[config.mk]
export PLATFORM = sky130hd
export DESIGN_NAME = corr_out_sched
export DESIGN_NICKNAME = d
export VERILOG_FILES = /design/src/rtl/cos_pkg.sv /design/src/rtl/cos_frame_ledger.sv /design/src/rtl/cos_slot_decide.sv /design/src/rtl/cos_req_window.sv /design/src/rtl/corr_out_sched.sv
export SDC_FILE = /design/constraint.sdc
export NUM_CORES = 1
export LEC_CHECK = 0
export BUFFER_PORTS_ARGS = -buffer_cell sky130_fd_sc_hd__buf_2
export CORE_MARGIN = 3
export CORE_UTILIZATION = 45
export DETAILED_ROUTE_END_ITERATION = 7
export HOLD_SLACK_MARGIN = 0.03
export MAX_ROUTING_LAYER = met4
export SYNTH_ARGS = -nofsm -noshare
export SYNTH_HDL_FRONTEND = slang
export SYNTH_SLANG_ARGS = --single-unit
[constraint.sdc]
create_clock -name clk -period 4.72 [get_ports clk]
set_input_delay 1.18 -clock clk [delete_from_list [all_inputs] [get_ports clk]]
set_output_delay 1.18 -clock clk [all_outputs]
set_load 0.05 [all_outputs]
[src/rtl/cos_pkg.sv]
package cos_pkg;

  typedef enum logic [1:0] {
    SRC_NONE = 2'd0,
    SRC_HORZ = 2'd1,
    SRC_VERT = 2'd2
  } src_e;

  // packet completed when block b starts arriving
  function automatic int unsigned horz_pkt(input int unsigned b,
                                           input int unsigned frame_blks);
    return (b == 1) ? frame_blks : b - 1;
  endfunction

  // does reception position b fall in the vertical output period
  function automatic bit in_vert_slot(input int unsigned b,
                                      input int unsigned lead,
                                      input int unsigned data_blks);
    return (b > lead) && (b <= lead + data_blks);
  endfunction

  // data packet offered vertically at reception position b
  function automatic int unsigned vert_pkt(input int unsigned b,
                                           input int unsigned lead);
    return b - lead;
  endfunction

endpackage

[src/rtl/cos_frame_ledger.sv]
module cos_frame_ledger #(
  parameter int FRAME_BLKS = 272,
  parameter int DATA_BLKS  = 190,
  parameter int BW         = 9
) (
  input  logic                 clk,
  input  logic                 rst_n,
  input  logic                 stb,
  input  logic [BW-1:0]        blk_num,
  input  logic                 frame_sync,
  input  logic                 pkt_ok,
  output logic                 vert_en,
  output logic [DATA_BLKS-1:0] vmap,
  output logic                 vstart,
  output logic                 head_evt
);
  localparam int MW = (DATA_BLKS > 1) ? $clog2(DATA_BLKS) : 1;
  localparam logic [BW-1:0] ONE_B  = BW'(1);
  localparam logic [BW-1:0] FRM_B  = BW'(FRAME_BLKS);
  localparam logic [BW-1:0] DATA_B = BW'(DATA_BLKS);

  logic                 in_frame, seq_ok, sync_all, fix_all;
  logic [BW-1:0]        prev_b;
  logic [DATA_BLKS-1:0] cur_map;
  logic [BW-1:0]        done_pkt;
  logic                 frame_full, go_vert, store_bit;

  assign head_evt   = stb && (blk_num == ONE_B);
  assign done_pkt   = blk_num - ONE_B;
  assign store_bit  = stb && !head_evt && (done_pkt >= ONE_B) && (done_pkt <= DATA_B);
  assign frame_full = in_frame && seq_ok && (prev_b == FRM_B);
  assign go_vert    = frame_full && sync_all && frame_sync && !(fix_all && pkt_ok);

  always_ff @(posedge clk) begin
    if (!rst_n) begin
      in_frame <= 1'b0;
      seq_ok   <= 1'b0;
      sync_all <= 1'b0;
      fix_all  <= 1'b0;
      prev_b   <= '0;
      cur_map  <= '0;
      vmap     <= '0;
      vert_en  <= 1'b0;
      vstart   <= 1'b0;
    end else begin
      vstart <= 1'b0;
      if (head_evt) begin
        vert_en  <= go_vert;
        vstart   <= go_vert;
        vmap     <= cur_map;
        cur_map  <= '0;
        in_frame <= 1'b1;
        seq_ok   <= 1'b1;
        sync_all <= 1'b1;
        fix_all  <= 1'b1;
      end else if (stb) begin
        seq_ok   <= seq_ok && (blk_num == prev_b + ONE_B);
        sync_all <= sync_all && frame_sync;
        fix_all  <= fix_all && pkt_ok;
        if (store_bit) cur_map[MW'(done_pkt - ONE_B)] <= pkt_ok;
      end
      if (stb) prev_b <= blk_num;
    end
  end

endmodule

[src/rtl/cos_slot_decide.sv]
module cos_slot_decide
  import cos_pkg::*;
#(
  parameter int FRAME_BLKS = 272,
  parameter int DATA_BLKS  = 190,
  parameter int VERT_LEAD  = 28,
  parameter int BW         = 9
) (
  input  logic [BW-1:0]        blk_num,
  input  logic                 frame_sync,
  input  logic                 pkt_ok,
  input  logic                 all_mode,
  input  logic                 vert_en,
  input  logic [DATA_BLKS-1:0] vmap,
  output logic                 h_want,
  output logic [BW-1:0]        h_blk,
  output logic                 v_want,
  output logic [BW-1:0]        v_blk,
  output logic                 dual
);
  localparam int MW = (DATA_BLKS > 1) ? $clog2(DATA_BLKS) : 1;

  logic          in_v;
  logic [BW-1:0] k_raw;
  logic [MW-1:0] k_idx;

  always_comb begin
    in_v   = in_vert_slot(32'(blk_num), VERT_LEAD, DATA_BLKS);
    k_raw  = BW'(vert_pkt(32'(blk_num), VERT_LEAD));
    k_idx  = in_v ? MW'(k_raw - BW'(1)) : '0;
    dual   = vert_en && in_v;
    v_want = dual && !vmap[k_idx];
    v_blk  = dual ? k_raw : '0;
    h_blk  = BW'(horz_pkt(32'(blk_num), FRAME_BLKS));
    h_want = all_mode || (frame_sync && pkt_ok);
  end

endmodule

[src/rtl/cos_req_window.sv]
module cos_req_window
  import cos_pkg::*;
#(
  parameter int SHORT_WIN = 16,
  parameter int LONG_WIN  = 32,
  parameter int BW        = 9
) (
  input  logic          clk,
  input  logic          rst_n,
  input  logic          stb,
  input  logic          h_want,
  input  logic [BW-1:0] h_blk,
  input  logic          v_want,
  input  logic [BW-1:0] v_blk,
  input  logic          dual,
  input  logic          rd_ack,
  output logic          req_n,
  output logic          pres_vert,
  output logic [BW-1:0] pres_blk,
  output logic          h_win,
  output logic          v_win
);
  localparam int TMAX = (LONG_WIN > 2*SHORT_WIN) ? LONG_WIN : 2*SHORT_WIN;
  localparam int TW   = $clog2(TMAX + 1);
  localparam logic [TW-1:0] SHORT_T  = TW'(SHORT_WIN);
  localparam logic [TW-1:0] SHORT2_T = TW'(2*SHORT_WIN);
  localparam logic [TW-1:0] LONG_T   = TW'(LONG_WIN);
  localparam logic [TW-1:0] TMAX_T   = TW'(TMAX);

  logic [TW-1:0] slot_cnt;
  logic          h_act, v_act, dual_q, h_done, v_done;
  logic [BW-1:0] h_blk_q, v_blk_q;
  logic [TW-1:0] h_lim;
  src_e          src;

  always_ff @(posedge clk) begin
    if (!rst_n) begin
      slot_cnt <= TMAX_T;
      h_act    <= 1'b0;
      v_act    <= 1'b0;
      dual_q   <= 1'b0;
      h_done   <= 1'b0;
      v_done   <= 1'b0;
      h_blk_q  <= '0;
      v_blk_q  <= '0;
    end else if (stb) begin
      slot_cnt <= '0;
      h_act    <= h_want;
      v_act    <= v_want;
      dual_q   <= dual;
      h_blk_q  <= h_blk;
      v_blk_q  <= v_blk;
      h_done   <= 1'b0;
      v_done   <= 1'b0;
    end else begin
      if (slot_cnt != TMAX_T) slot_cnt <= slot_cnt + TW'(1);
      if (rd_ack && h_win) h_done <= 1'b1;
      if (rd_ack && v_win) v_done <= 1'b1;
    end
  end

  always_comb begin
    h_lim = dual_q ? SHORT_T : LONG_T;
    h_win = h_act && !h_done && (slot_cnt < h_lim);
    v_win = v_act && !v_done && (slot_cnt >= SHORT_T) && (slot_cnt < SHORT2_T);
    if (v_win)      src = SRC_VERT;
    else if (h_win) src = SRC_HORZ;
    else            src = SRC_NONE;
    req_n     = (src == SRC_NONE);
    pres_vert = (src == SRC_VERT);
    case (src)
      SRC_VERT: pres_blk = v_blk_q;
      SRC_HORZ: pres_blk = h_blk_q;
      default:  pres_blk = '0;
    endcase
  end

endmodule

[src/rtl/corr_out_sched.sv]
module corr_out_sched #(
  parameter int FRAME_BLKS = 272,
  parameter int DATA_BLKS  = 190,
  parameter int VERT_LEAD  = 28,
  parameter int SHORT_WIN  = 16,
  parameter int LONG_WIN   = 32,
  localparam int BW        = $clog2(FRAME_BLKS + 1)
) (
  input  logic          clk,
  input  logic          rst_n,
  input  logic          blk_stb,
  input  logic [BW-1:0] blk_num,
  input  logic          frame_sync,
  input  logic          pkt_ok,
  input  logic          all_mode,
  input  logic          rd_ack,
  output logic          req_n,
  output logic          pres_vert,
  output logic [BW-1:0] pres_blk,
  output logic          vc_start
);
  logic                 vert_en;
  logic [DATA_BLKS-1:0] vmap;
  logic                 head_evt;
  logic                 h_want, v_want, dual;
  logic [BW-1:0]        h_blk, v_blk;
  logic                 h_win, v_win;

  cos_frame_ledger #(
    .FRAME_BLKS(FRAME_BLKS), .DATA_BLKS(DATA_BLKS), .BW(BW)
  ) u_ledger (
    .clk(clk), .rst_n(rst_n), .stb(blk_stb), .blk_num(blk_num),
    .frame_sync(frame_sync), .pkt_ok(pkt_ok),
    .vert_en(vert_en), .vmap(vmap), .vstart(vc_start), .head_evt(head_evt)
  );

  cos_slot_decide #(
    .FRAME_BLKS(FRAME_BLKS), .DATA_BLKS(DATA_BLKS),
    .VERT_LEAD(VERT_LEAD), .BW(BW)
  ) u_decide (
    .blk_num(blk_num), .frame_sync(frame_sync), .pkt_ok(pkt_ok),
    .all_mode(all_mode), .vert_en(vert_en), .vmap(vmap),
    .h_want(h_want), .h_blk(h_blk), .v_want(v_want), .v_blk(v_blk),
    .dual(dual)
  );

  cos_req_window #(
    .SHORT_WIN(SHORT_WIN), .LONG_WIN(LONG_WIN), .BW(BW)
  ) u_window (
    .clk(clk), .rst_n(rst_n), .stb(blk_stb),
    .h_want(h_want), .h_blk(h_blk), .v_want(v_want), .v_blk(v_blk),
    .dual(dual), .rd_ack(rd_ack),
    .req_n(req_n), .pres_vert(pres_vert), .pres_blk(pres_blk),
    .h_win(h_win), .v_win(v_win)
  );

endmodule

==> impl_metrics.env <==
export IMPL_num_rows=76
export IMPL_ir_worst_vdd_uv=229
export IMPL_synth_net_count=2354
export IMPL_clock_root_buffer="clkbuf_16"
export IMPL_async_flop_share_pct=0
export IMPL_first_pass_iters=5
export IMPL_worst_hold_slack_ns=0.453
export IMPL_grt_util_met2_pct=41.0
export IMPL_max_clock_freq_mhz=234
export IMPL_cp_start_kind="input pin"
export IMPL_finalClockSkew_ns=0.0171
export IMPL_grt_pass1_wl_um=94000
export IMPL_max_cap_violations=0
export IMPL_min_path_type="reg -> reg"
export IMPL_syn_area_mm2=0.0199
export IMPL_layout_drive_gt1_share_pct=10.8
export IMPL_slowest_delay_ns=0.87
export IMPL_yosys_warnings=0
export IMPL_grt_max_degree=111
export IMPL_critPathBufInv=3
export IMPL_drv_slew=0
export IMPL_die_width_um=216
export IMPL_grt_use_met3_pct=3.22
export IMPL_leakage_nw=8.80
export IMPL_power_per_cell_area_mw_per_mm2=367
export IMPL_clock_latency_ns=0.59
export IMPL_post_cts_buffers=0
export IMPL_cts_tree="yes"
export IMPL_ant_nets=0
export IMPL_design_area_mm2=0.0223
export IMPL_critPathMaxFanout=18
export IMPL_clk_pin_slew_ns=0.06
export IMPL_drc=0
export IMPL_worst_pin_slew_ns=1.06
export IMPL_cts_buffers=48
export IMPL_fin_ws_ns=0.455
export IMPL_placed_area_mm2=0.0207
export IMPL_critical_path_class="in -> reg"
export IMPL_outcome="finished clean"
export IMPL_r2r_start="u_ledger.vmap[23]"
export IMPL_cts_resized=0
export IMPL_busiest_layer="met2"
export IMPL_fin_crit_ns=4.27
export IMPL_ys_top_cells_by_area="dfxtp_1 43%, mux2i_1 11%, nand2_1 8.7%, a21boi_0 7.3%, nand3_1 5.2%"
export IMPL_postCtsHoldBufs=0
export IMPL_port_buffers=27
export IMPL_drt_iter0_drc=1435
export IMPL_endpoint_kind="register"
export IMPL_ys_ff_latch=424
export IMPL_dp_cells=2805
export IMPL_coreArea_mm2=0.0434
export IMPL_antenna_found_initial=0
export IMPL_cpLargestDelayFamily="compound AO/OA/AOI/OAI gates"
export IMPL_grt_pass1_vias=15800
export IMPL_grt_usage_pct=26.1
export IMPL_rsz0062_at_grt="false"
export IMPL_crit_path_top_delay_cell="xnor2_4"
export IMPL_ios=28
export IMPL_finalWirelength_um=60200
export IMPL_max_slew_margin_pct=29.5
export IMPL_yosysSeqAreaShare_pct=42.7
export IMPL_finalNonFillerCells=2892
export IMPL_setup_violations=0
export IMPL_hpwl_um=36300
export IMPL_crit_required_ns=5.16
export IMPL_syn_inst=2320
export IMPL_hold_violations=0
export IMPL_finalCritPeriodShare_pct=90.4
export IMPL_final_core_util_pct=51.5
export IMPL_initial_core_util_pct=45.8
export IMPL_wl_per_cell_um=20.8
export IMPL_design_die_area_mm2=0.0467
export IMPL_grt_overflow_total=0
export IMPL_crit_chain="buf_2, inv_1, ha_1, xnor2_4, buf_4, nand2_1, and3_1, a2111oi_0, nor4_1, o32ai_1, a32oi_1"
export IMPL_clock_sinks=424
export IMPL_synth_edf_count=0
export IMPL_syn_avg_cell_area_um2=8.56
export IMPL_htree_levels=2
export IMPL_pre_cts_ws_ns=-0.0649
export IMPL_area_growth_pct=12.4
export IMPL_synth_top_area_share_pct=42.7
export IMPL_vias=16500
export IMPL_synthFlopType="dfxtp_1"
export IMPL_yosys_area_top_type="dfxtp_1"
export IMPL_die_height_um=216
export IMPL_viasPerCell=5.70
export IMPL_ys_types=86
export IMPL_arrival_ns=4.71
export IMPL_gp_congestion=0.906
export IMPL_crit_start="blk_num[1]"
export IMPL_final_nets=2304
export IMPL_cts_max_path_buffers=3
export IMPL_grt_use_met1_pct=35.2
export IMPL_antenna_cells=0
export IMPL_hold_start="u_ledger.cur_map[84]"
==> cells in the final DEF, fill, tap and decap left out, types with 7 or more instances in the layout <==
cell type  synthesis  layout
nand2_1          458     457
dfxtp_1          424     424
mux2i_1          227     227
nor2_1           229     224
nand3_1          208     208
a21boi_0         193     193
buf_4             13      64
clkbuf_16          0      49
o21ai_0           44      44
a21oi_1           39      39
buf_2             33      25
xnor2_1           20      20
nand4_1           19      19
mux4_2            19      19
ha_1              18      18
inv_1             16      16
nor2b_1           16      16
a31oi_1           16      16
buf_12             0      15
xor2_1            14      13
clkbuf_8           0      13
nand3_2           12      12
nor3_1            12      12
clkbuf_1         137      11
o31ai_1            8       8
and3_1             7       7
o211ai_1           7       7
==> worst register-to-register path, stage by stage, from the launching register on <==
cell and delay [ns]:
dfxtp_1 0.32, mux4_2 0.53, a211o_1 0.31, or4b_1 0.52, o311ai_1 0.11, o32ai_1 0.17, a32oi_1 0.18
==> cell usage after synthesis (4+ instances only) <==
library cell	n
a31oi_1	16
nor3_1	12
o31ai_1	8
buf_4	13
buf_6	8
o311ai_0	5
ha_1	18
o2111ai_1	6
nand3_2	12
o32ai_1	4
o221ai_1	4
o211ai_1	7
mux4_2	19
nand3_1	208
clkbuf_1	137
dfxtp_1	424
nand4_1	19
a21oi_1	39
nor4_1	6
xnor2_1	20
xor2_1	14
o21ai_0	44
nand2_1	458
a21boi_0	193
and3_1	7
buf_1	15
inv_1	16
nor2_1	229
mux2i_1	227
o22ai_1	5
buf_2	33
nor2b_1	16
==> layout make-up <==
| cell class | count | area, um2 |
|---|---|---|
| sequential | 424 | 8490 |
| multi-input combinational | 1673 | 10500 |
| tap | 585 | 732 |
| clock inverter | 14 | 206 |
| timing repair buffer | 106 | 928 |
| fill | 4119 | 21000 |
| clock buffer | 73 | 1450 |
| inverter | 17 | 63.8 |
==> kinds of logic after synthesis <==
kind of cell,synth area share (%)
fa+ha+maj,1.18
buf+inv,4.97
simple gates,21.9
flops,42.7
mux,13.8
compound gates,13.5
xor+xnor,1.94
==> through the flow <==
step	total power (W)	setup TNS, ns
2_1_floorplan	0.00412	0
3_3_place_gp	0.00439	0
3_5_place_dp	0.00439	-0.0649
4_1_cts	0.00826	0
5_1_grt	0.00846	0
6_report	0.00820	0
==> sequential cells by signal, summed over array words and instances, names as in the netlist, 6 cells and up <==
register / count
u_window.slot_cnt: 6
u_ledger.prev_b: 9
u_window.h_blk_q: 9
u_window.v_blk_q: 9
u_ledger.vmap: 190
u_ledger.cur_map: 190
==> power breakdown <==
| part | switching, W | leakage, nW | internal [W] |
|---|---|---|---|
| Combinational | 0.000508 | 4.57 | 0.000207 |
| Clock | 0.00150 | 0.818 | 0.00238 |
| Sequential | 0.0000119 | 3.42 | 0.00359 |
==> layer usage <==
metal	part of all wire, %	vias to the layer above
li1	-	7855
met1	46	8087
met2	46	450
met3	5.1	105
met4	3.1	0
met5	0	-
==> worst paths after layout <==
kind	to	slack [ns]	cells after the start
max	u_window.v_act	0.45	11
min	u_ledger.vmap[84]	0.45	2
max reg2reg	u_window.v_act	2.50	6
min reg2reg	u_ledger.vmap[84]	0.45	2
No activity file was read; power rests on OpenSTA's default activity.
